===== config.mk =====
export PLATFORM = sky130hd
export DESIGN_NAME = qdr_b4_write
export DESIGN_NICKNAME = d
export VERILOG_FILES = /design/src/rtl/qdrw_pkg.sv /design/src/rtl/qdrw_ctrl.sv /design/src/rtl/qdrw_dpath.sv /design/src/rtl/qdr_b4_write.sv
export SDC_FILE = /design/constraint.sdc
export NUM_CORES = 2
export LEC_CHECK = 0
export BUFFER_PORTS_ARGS = -buffer_cell sky130_fd_sc_hd__buf_4
export CAP_MARGIN = 20
export CORE_ASPECT_RATIO = 1.1
export CORE_UTILIZATION = 38
export CTS_CLUSTER_SIZE = 12
export DETAILED_ROUTE_END_ITERATION = 8
export GPL_ROUTABILITY_DRIVEN = 1
export PLACE_DENSITY = 0.53
export SLEW_MARGIN = 10
export SYNTH_ARGS = -nofsm -noshare
export SYNTH_HDL_FRONTEND = slang
export SYNTH_SLANG_ARGS = --single-unit

===== constraint.sdc =====
create_clock -name clk -period 7.06 [get_ports clk]
set_input_delay 0.706 -clock clk [delete_from_list [all_inputs] [get_ports clk]]
set_output_delay 0.706 -clock clk [all_outputs]
set_load 0.01 [all_outputs]

===== src/rtl/qdrw_pkg.sv =====
package qdrw_pkg;

  // Strobes from the control FSM to the datapath, valid for the current edge.
  typedef struct packed {
    logic       takeAddr;    // command accepted: capture wrAddr
    logic       startBurst;  // first beat of a pending command
    logic       takeBeat;    // a data beat is taken on this edge
    logic [1:0] beatIdx;     // index of that beat
    logic       loadCommit;  // last beat: move the burst to the commit stage
  } qdrwStrobe_t;

  localparam int LANE_BITS = 9;
  localparam int BEATS     = 4;

endpackage


===== src/rtl/qdrw_ctrl.sv =====
module qdrw_ctrl
  import qdrw_pkg::*;
(
  input  logic        clk,
  input  logic        rstN,
  input  logic        kEdge,
  input  logic        wrSelN,
  output qdrwStrobe_t strb,
  output logic        protoErr
);

  logic       pending;   // command accepted, first beat not yet taken
  logic       active;    // beats 1..3 still to come
  logic [1:0] beatCnt;   // index of the next beat while active

  logic cmdSeen;
  logic accept;
  logic clash;

  always_comb begin
    cmdSeen         = kEdge && !wrSelN;
    accept          = cmdSeen && !pending;
    clash           = cmdSeen && pending;
    strb.takeAddr   = accept;
    strb.startBurst = pending && kEdge;
    strb.takeBeat   = strb.startBurst || active;
    strb.beatIdx    = strb.startBurst ? 2'd0 : beatCnt;
    strb.loadCommit = strb.takeBeat && (strb.beatIdx == 2'd3);
  end

  always_ff @(posedge clk) begin
    if (!rstN) begin
      pending  <= 1'b0;
      active   <= 1'b0;
      beatCnt  <= 2'd0;
      protoErr <= 1'b0;
    end else begin
      pending  <= accept || (pending && !kEdge);
      protoErr <= clash;
      if (strb.takeBeat) begin
        active  <= (strb.beatIdx != 2'd3);
        beatCnt <= strb.beatIdx + 2'd1;
      end
    end
  end

endmodule


===== src/rtl/qdrw_dpath.sv =====
module qdrw_dpath
  import qdrw_pkg::*;
#(
  parameter int WIDTH  = 36,
  parameter int ADDR_W = 4
) (
  input  logic                      clk,
  input  logic                      rstN,
  input  qdrwStrobe_t               strb,
  input  logic [ADDR_W-1:0]         wrAddr,
  input  logic [WIDTH-1:0]          wrData,
  input  logic [WIDTH/LANE_BITS-1:0] laneWrN,
  input  logic [ADDR_W-1:0]         dbgAddr,
  output logic [WIDTH-1:0]          dbgData,
  output logic                      commitValid
);

  localparam int LANES = WIDTH / LANE_BITS;
  localparam int DEPTH = 1 << ADDR_W;
  localparam int STAGE = BEATS - 1;

  logic [ADDR_W-1:0] pendAddr;
  logic [ADDR_W-1:0] burstAddr;
  logic [ADDR_W-1:0] cmtAddr;
  logic [WIDTH-1:0]  stgData [STAGE];
  logic [LANES-1:0]  stgMask [STAGE];
  logic [WIDTH-1:0]  cmtData [BEATS];
  logic [LANES-1:0]  cmtMask [BEATS];
  logic [WIDTH-1:0]  mem     [DEPTH];

  logic [ADDR_W-1:0] beatAddr [BEATS];
  logic [WIDTH-1:0]  merged   [BEATS];

  // Address capture: pending command, then the burst in flight.
  always_ff @(posedge clk) begin
    if (!rstN) begin
      pendAddr  <= '0;
      burstAddr <= '0;
    end else begin
      if (strb.takeAddr)   pendAddr  <= wrAddr;
      if (strb.startBurst) burstAddr <= pendAddr;
    end
  end

  // Beat staging for beats 0..2.
  always_ff @(posedge clk) begin
    if (!rstN) begin
      for (int s = 0; s < STAGE; s++) begin
        stgData[s] <= '0;
        stgMask[s] <= '0;
      end
    end else if (strb.takeBeat && (strb.beatIdx != 2'd3)) begin
      stgData[strb.beatIdx] <= wrData;
      stgMask[strb.beatIdx] <= ~laneWrN;
    end
  end

  // Commit stage: the full burst, written into the array on the next edge.
  always_ff @(posedge clk) begin
    if (!rstN) begin
      commitValid <= 1'b0;
      cmtAddr     <= '0;
      for (int b = 0; b < BEATS; b++) begin
        cmtData[b] <= '0;
        cmtMask[b] <= '0;
      end
    end else begin
      commitValid <= strb.loadCommit;
      if (strb.loadCommit) begin
        cmtAddr <= burstAddr;
        for (int b = 0; b < STAGE; b++) begin
          cmtData[b] <= stgData[b];
          cmtMask[b] <= stgMask[b];
        end
        cmtData[STAGE] <= wrData;
        cmtMask[STAGE] <= ~laneWrN;
      end
    end
  end

  // Per-beat word address and lane merge against the current contents.
  for (genvar b = 0; b < BEATS; b++) begin : g_beat
    assign beatAddr[b] = {cmtAddr[ADDR_W-1:2], cmtAddr[1:0] + 2'(b)};
    for (genvar l = 0; l < LANES; l++) begin : g_lane
      assign merged[b][l*LANE_BITS +: LANE_BITS] =
        cmtMask[b][l] ? cmtData[b][l*LANE_BITS +: LANE_BITS]
                      : mem[beatAddr[b]][l*LANE_BITS +: LANE_BITS];
    end
  end

  // Array: the four beat addresses of one burst are always distinct.
  always_ff @(posedge clk) begin
    if (!rstN) begin
      for (int w = 0; w < DEPTH; w++) mem[w] <= '0;
    end else if (commitValid) begin
      for (int b = 0; b < BEATS; b++) mem[beatAddr[b]] <= merged[b];
    end
  end

  always_ff @(posedge clk) begin
    if (!rstN) dbgData <= '0;
    else       dbgData <= mem[dbgAddr];
  end

endmodule


===== src/rtl/qdr_b4_write.sv =====
module qdr_b4_write
  import qdrw_pkg::*;
#(
  parameter int WIDTH  = 36,
  parameter int ADDR_W = 4
) (
  input  logic                      clk,
  input  logic                      rstN,
  input  logic                      kEdge,
  input  logic                      wrSelN,
  input  logic [ADDR_W-1:0]         wrAddr,
  input  logic [WIDTH-1:0]          wrData,
  input  logic [WIDTH/LANE_BITS-1:0] laneWrN,
  input  logic [ADDR_W-1:0]         dbgAddr,
  output logic [WIDTH-1:0]          dbgData,
  output logic                      protoErr
);

  qdrwStrobe_t strb;
  logic        commitValid;

  qdrw_ctrl u_ctrl (
    .clk      (clk),
    .rstN     (rstN),
    .kEdge    (kEdge),
    .wrSelN   (wrSelN),
    .strb     (strb),
    .protoErr (protoErr)
  );

  qdrw_dpath #(
    .WIDTH  (WIDTH),
    .ADDR_W (ADDR_W)
  ) u_dpath (
    .clk         (clk),
    .rstN        (rstN),
    .strb        (strb),
    .wrAddr      (wrAddr),
    .wrData      (wrData),
    .laneWrN     (laneWrN),
    .dbgAddr     (dbgAddr),
    .dbgData     (dbgData),
    .commitValid (commitValid)
  );

endmodule


==> flow_metrics.tcl <==
set metrics [dict create \
    arrival_ns 4.34 \
    fin_crit_sh_pct 56.4 \
    cp-startpoint "u_dpath.commitValid" \
    grt_max_degree 120 \
    io-pin-count 89 \
    period_minus_slack_ns 3.98 \
    ant_nets 0 \
    initial_core_util_pct 38.4 \
    die_area_um2 147000 \
    cp-end-kind "register" \
    status "completed" \
    clk_pin_slew_ns 0.06 \
    rr_startpoint "u_dpath.commitValid" \
    setup_viol 0 \
    synth_seq_area_share_pct 48.4 \
    syn_to_final_growth_pct 8.18 \
    slowest_delay_ns 0.94 \
    crit_path_top_delay_cell "dfxtp_4" \
    finalPower_mw 12.6 \
    synth_cell_types 59 \
    synth_nets 5859 \
    slew_headroom_pct 12.0 \
    regToRegEndpoint "u_dpath.mem[10][10]" \
    fp.dieW_um 366 \
    wl_per_cell_um 30.5 \
    worst_setup_path_start_kind "register" \
    fmax_mhz 251 \
    portBuffers 88 \
    syn_area_per_cell_um2 9.53 \
    yosysTopAreaCell "edfxtp_1" \
    syn_area_um2 55300 \
    multi_input_area_um2 25700 \
    rsz0062_at_grt "no" \
    hold_path_class "in -> reg" \
    final_layout_size_suffix_gt1_share_pct 11.0 \
    clk_latency_ns 0.75 \
    synth_edf_count 856 \
    seqCellArea_um2 26800 \
    clock-skew-final_ns 0.0291 \
    ys_seq_elements 910 \
    critPathCapture "u_dpath.mem[10][10]" \
    path_class "reg -> reg" \
    cts.hold.buffers_added 0 \
    die_h_um 402 \
    cap_violations 0 \
    worst_pin_slew_ns 1.32 \
    finalWeightedCongestion 0.890 \
    syn_inst 5803 \
    antenna_found_initial 14 \
    grt_use_total_pct 29.7 \
    ff2ff_path_depth 5 \
    cts_num_sinks 910 \
    cts_root_buf "clkbuf_16" \
    htreeDepth 3 \
    dp_hpwl_mm 136 \
    vias 48200 \
    p_per_area_nw_per_um2 211 \
    numCtsBuffers 101 \
    grt.overflow.total 0 \
    cts_buffer_depth 3 \
    ctsResizeCount 0 \
    wirelength_mm 226 \
    design.core.area_um2 144000 \
    grt_pass1_wl_mm 321 \
    layout_common_cells "nor2_1, edfxtp_1, nand2_1" \
    fill_cells 13800 \
    yosys_warnings 0 \
    hold_viol 0 \
    drc_errors 0 \
    vias_per_cell 6.49 \
    drt_iter0_markers 7196 \
    post_cts_buffers 0 \
    synth_top_area_share_pct 46.5 \
    layout.nets 5477 \
    ys.flop_type "edfxtp_1" \
    post_synth_main_area_contributors "edfxtp_1, o221ai_1, nor2_1" \
    fin_setup_tns_ns 0 \
    ir_worst_vdd_mv 0.232 \
    report.final.slew_viol_count 0 \
    worst_ep_required_time_ns 7.42 \
    r2r_setup_slack_ns 3.08 \
    async_reset_ff_share_pct 0 \
    min_from "wrAddr[1]" \
    path_max_fanout 41 \
    final_common_cell "nor2_1" \
    final_util_pct 41.5 \
    crit_chain "buf_4, nand3_2, nor2_2, nor2_1, o2111ai_1" \
    tritoncts "built" \
    rows 146 \
    power.leakage_nw 20.2 \
    grt_pass1_vias 43900 \
    first_pass_iters 6 \
]
## per-stage QoR
stage | cells | hold slack [ns] | setup slack (ns) | cell area [um2]
2_1_floorplan | 5803 | 0.442 | 1.92 | 55300
3_3_place_gp | 7232 | 0.464 | 2.76 | 56100
3_5_place_dp | 7233 | 0.463 | 2.72 | 56200
4_1_cts | 7421 | 0.178 | 3.13 | 59600
5_1_grt | 7430 | 0.234 | 3.02 | 59800
6_report | 7433 | 0.215 | 3.08 | 59800
## worst min path at each step
stage | endpoint | slack (ns) | depth (start not counted)
6_report | u_dpath.pendAddr[1] | 0.22 | 3
5_1_grt | u_dpath.pendAddr[3] | 0.23 | 3
4_1_cts | u_dpath.pendAddr[3] | 0.18 | 3
3_5_place_dp | u_dpath.cmtAddr[0] | 0.46 | 1
3_3_place_gp | u_dpath.cmtAddr[2] | 0.46 | 1
2_1_floorplan | u_dpath.cmtAddr[0] | 0.44 | 1
## Yosys cell counts, types with 25 or more instances
library cell	number
buf_1	89
a31oi_1	570
o221ai_1	570
and2_1	158
o2111ai_1	62
nor2_1	1229
clkbuf_1	315
edfxtp_1	856
dfxtp_1	54
buf_4	29
nor2_4	54
buf_6	28
a22oi_1	120
mux2i_1	269
and3_1	116
buf_2	195
nand2_2	39
o22ai_1	30
nand2_1	736
nor2_2	69
o21ai_0	25
or2_2	31
## kinds of logic (layout without fill, tap and decap cells)
kind of cell / count (synthesis) / count (layout) / synth area share [%]
other cells: 0 / 3 / 0
buf+inv: 663 / 366 / 5.52
compound gates: 1408 / 1408 / 19.1
simple gates: 2536 / 2536 / 21.4
fa+ha+maj: 4 / 4 / 0.0905
xor+xnor: 1 / 1 / 0.0158
mux: 281 / 281 / 5.36
flops: 910 / 910 / 48.4
## area by class of cell
type / count / share of cell area, %
well taps: 1924 / 4.02
clock inverters: 49 / 1.10
repair buffers: 171 / 2.41
clock buffers: 139 / 4.71
multi-input cells: 4230 / 42.9
diodes: 3 / 0.0125
inverters: 7 / 0.0544
flip-flops and latches: 910 / 44.8
## flip-flops by register name (all words and copies together) (netlist names)
name and flops:
u_ctrl.protoErr 1, u_dpath.burstAddr 4, u_ctrl.beatCnt 2, u_dpath.pendAddr 4, u_dpath.stgData 108, u_dpath.dbgData 36, u_dpath.cmtMask 16, u_ctrl.pending 1
u_dpath.stgMask 12, u_dpath.commitValid 1, u_ctrl.active 1, u_dpath.cmtAddr 4, u_dpath.cmtData 144, u_dpath.mem 576
## layer usage
layer / wire length [um] / vias to the layer above / track usage [%]
li1: - / 21100 / -
met1: 89500 / 22900 / 40.3
met2: 97100 / 3524 / 43.9
met3: 28000 / 672 / 7.44
met4: 11600 / 12 / 14.7
met5: 196 / - / 0
## critical path: cells and delay by family (launching register included)
| kind | cells | cell delay, ns |
|---|---|---|
| AND/OR/NAND/NOR | 3 | 1.67 |
| flip-flops | 1 | 0.94 |
| AO/OA/AOI/OAI | 1 | 0.50 |
| buffers and inverters | 1 | 0.43 |
## report_power, final
group / internal (mW) / leakage, nW / switching (mW)
clock: 3.31 / 1.70 / 2.38
sequential: 6.09 / 9.28 / 0.205
combinational: 0.194 / 9.18 / 0.446
No activity file was read; power rests on OpenSTA's default activity.
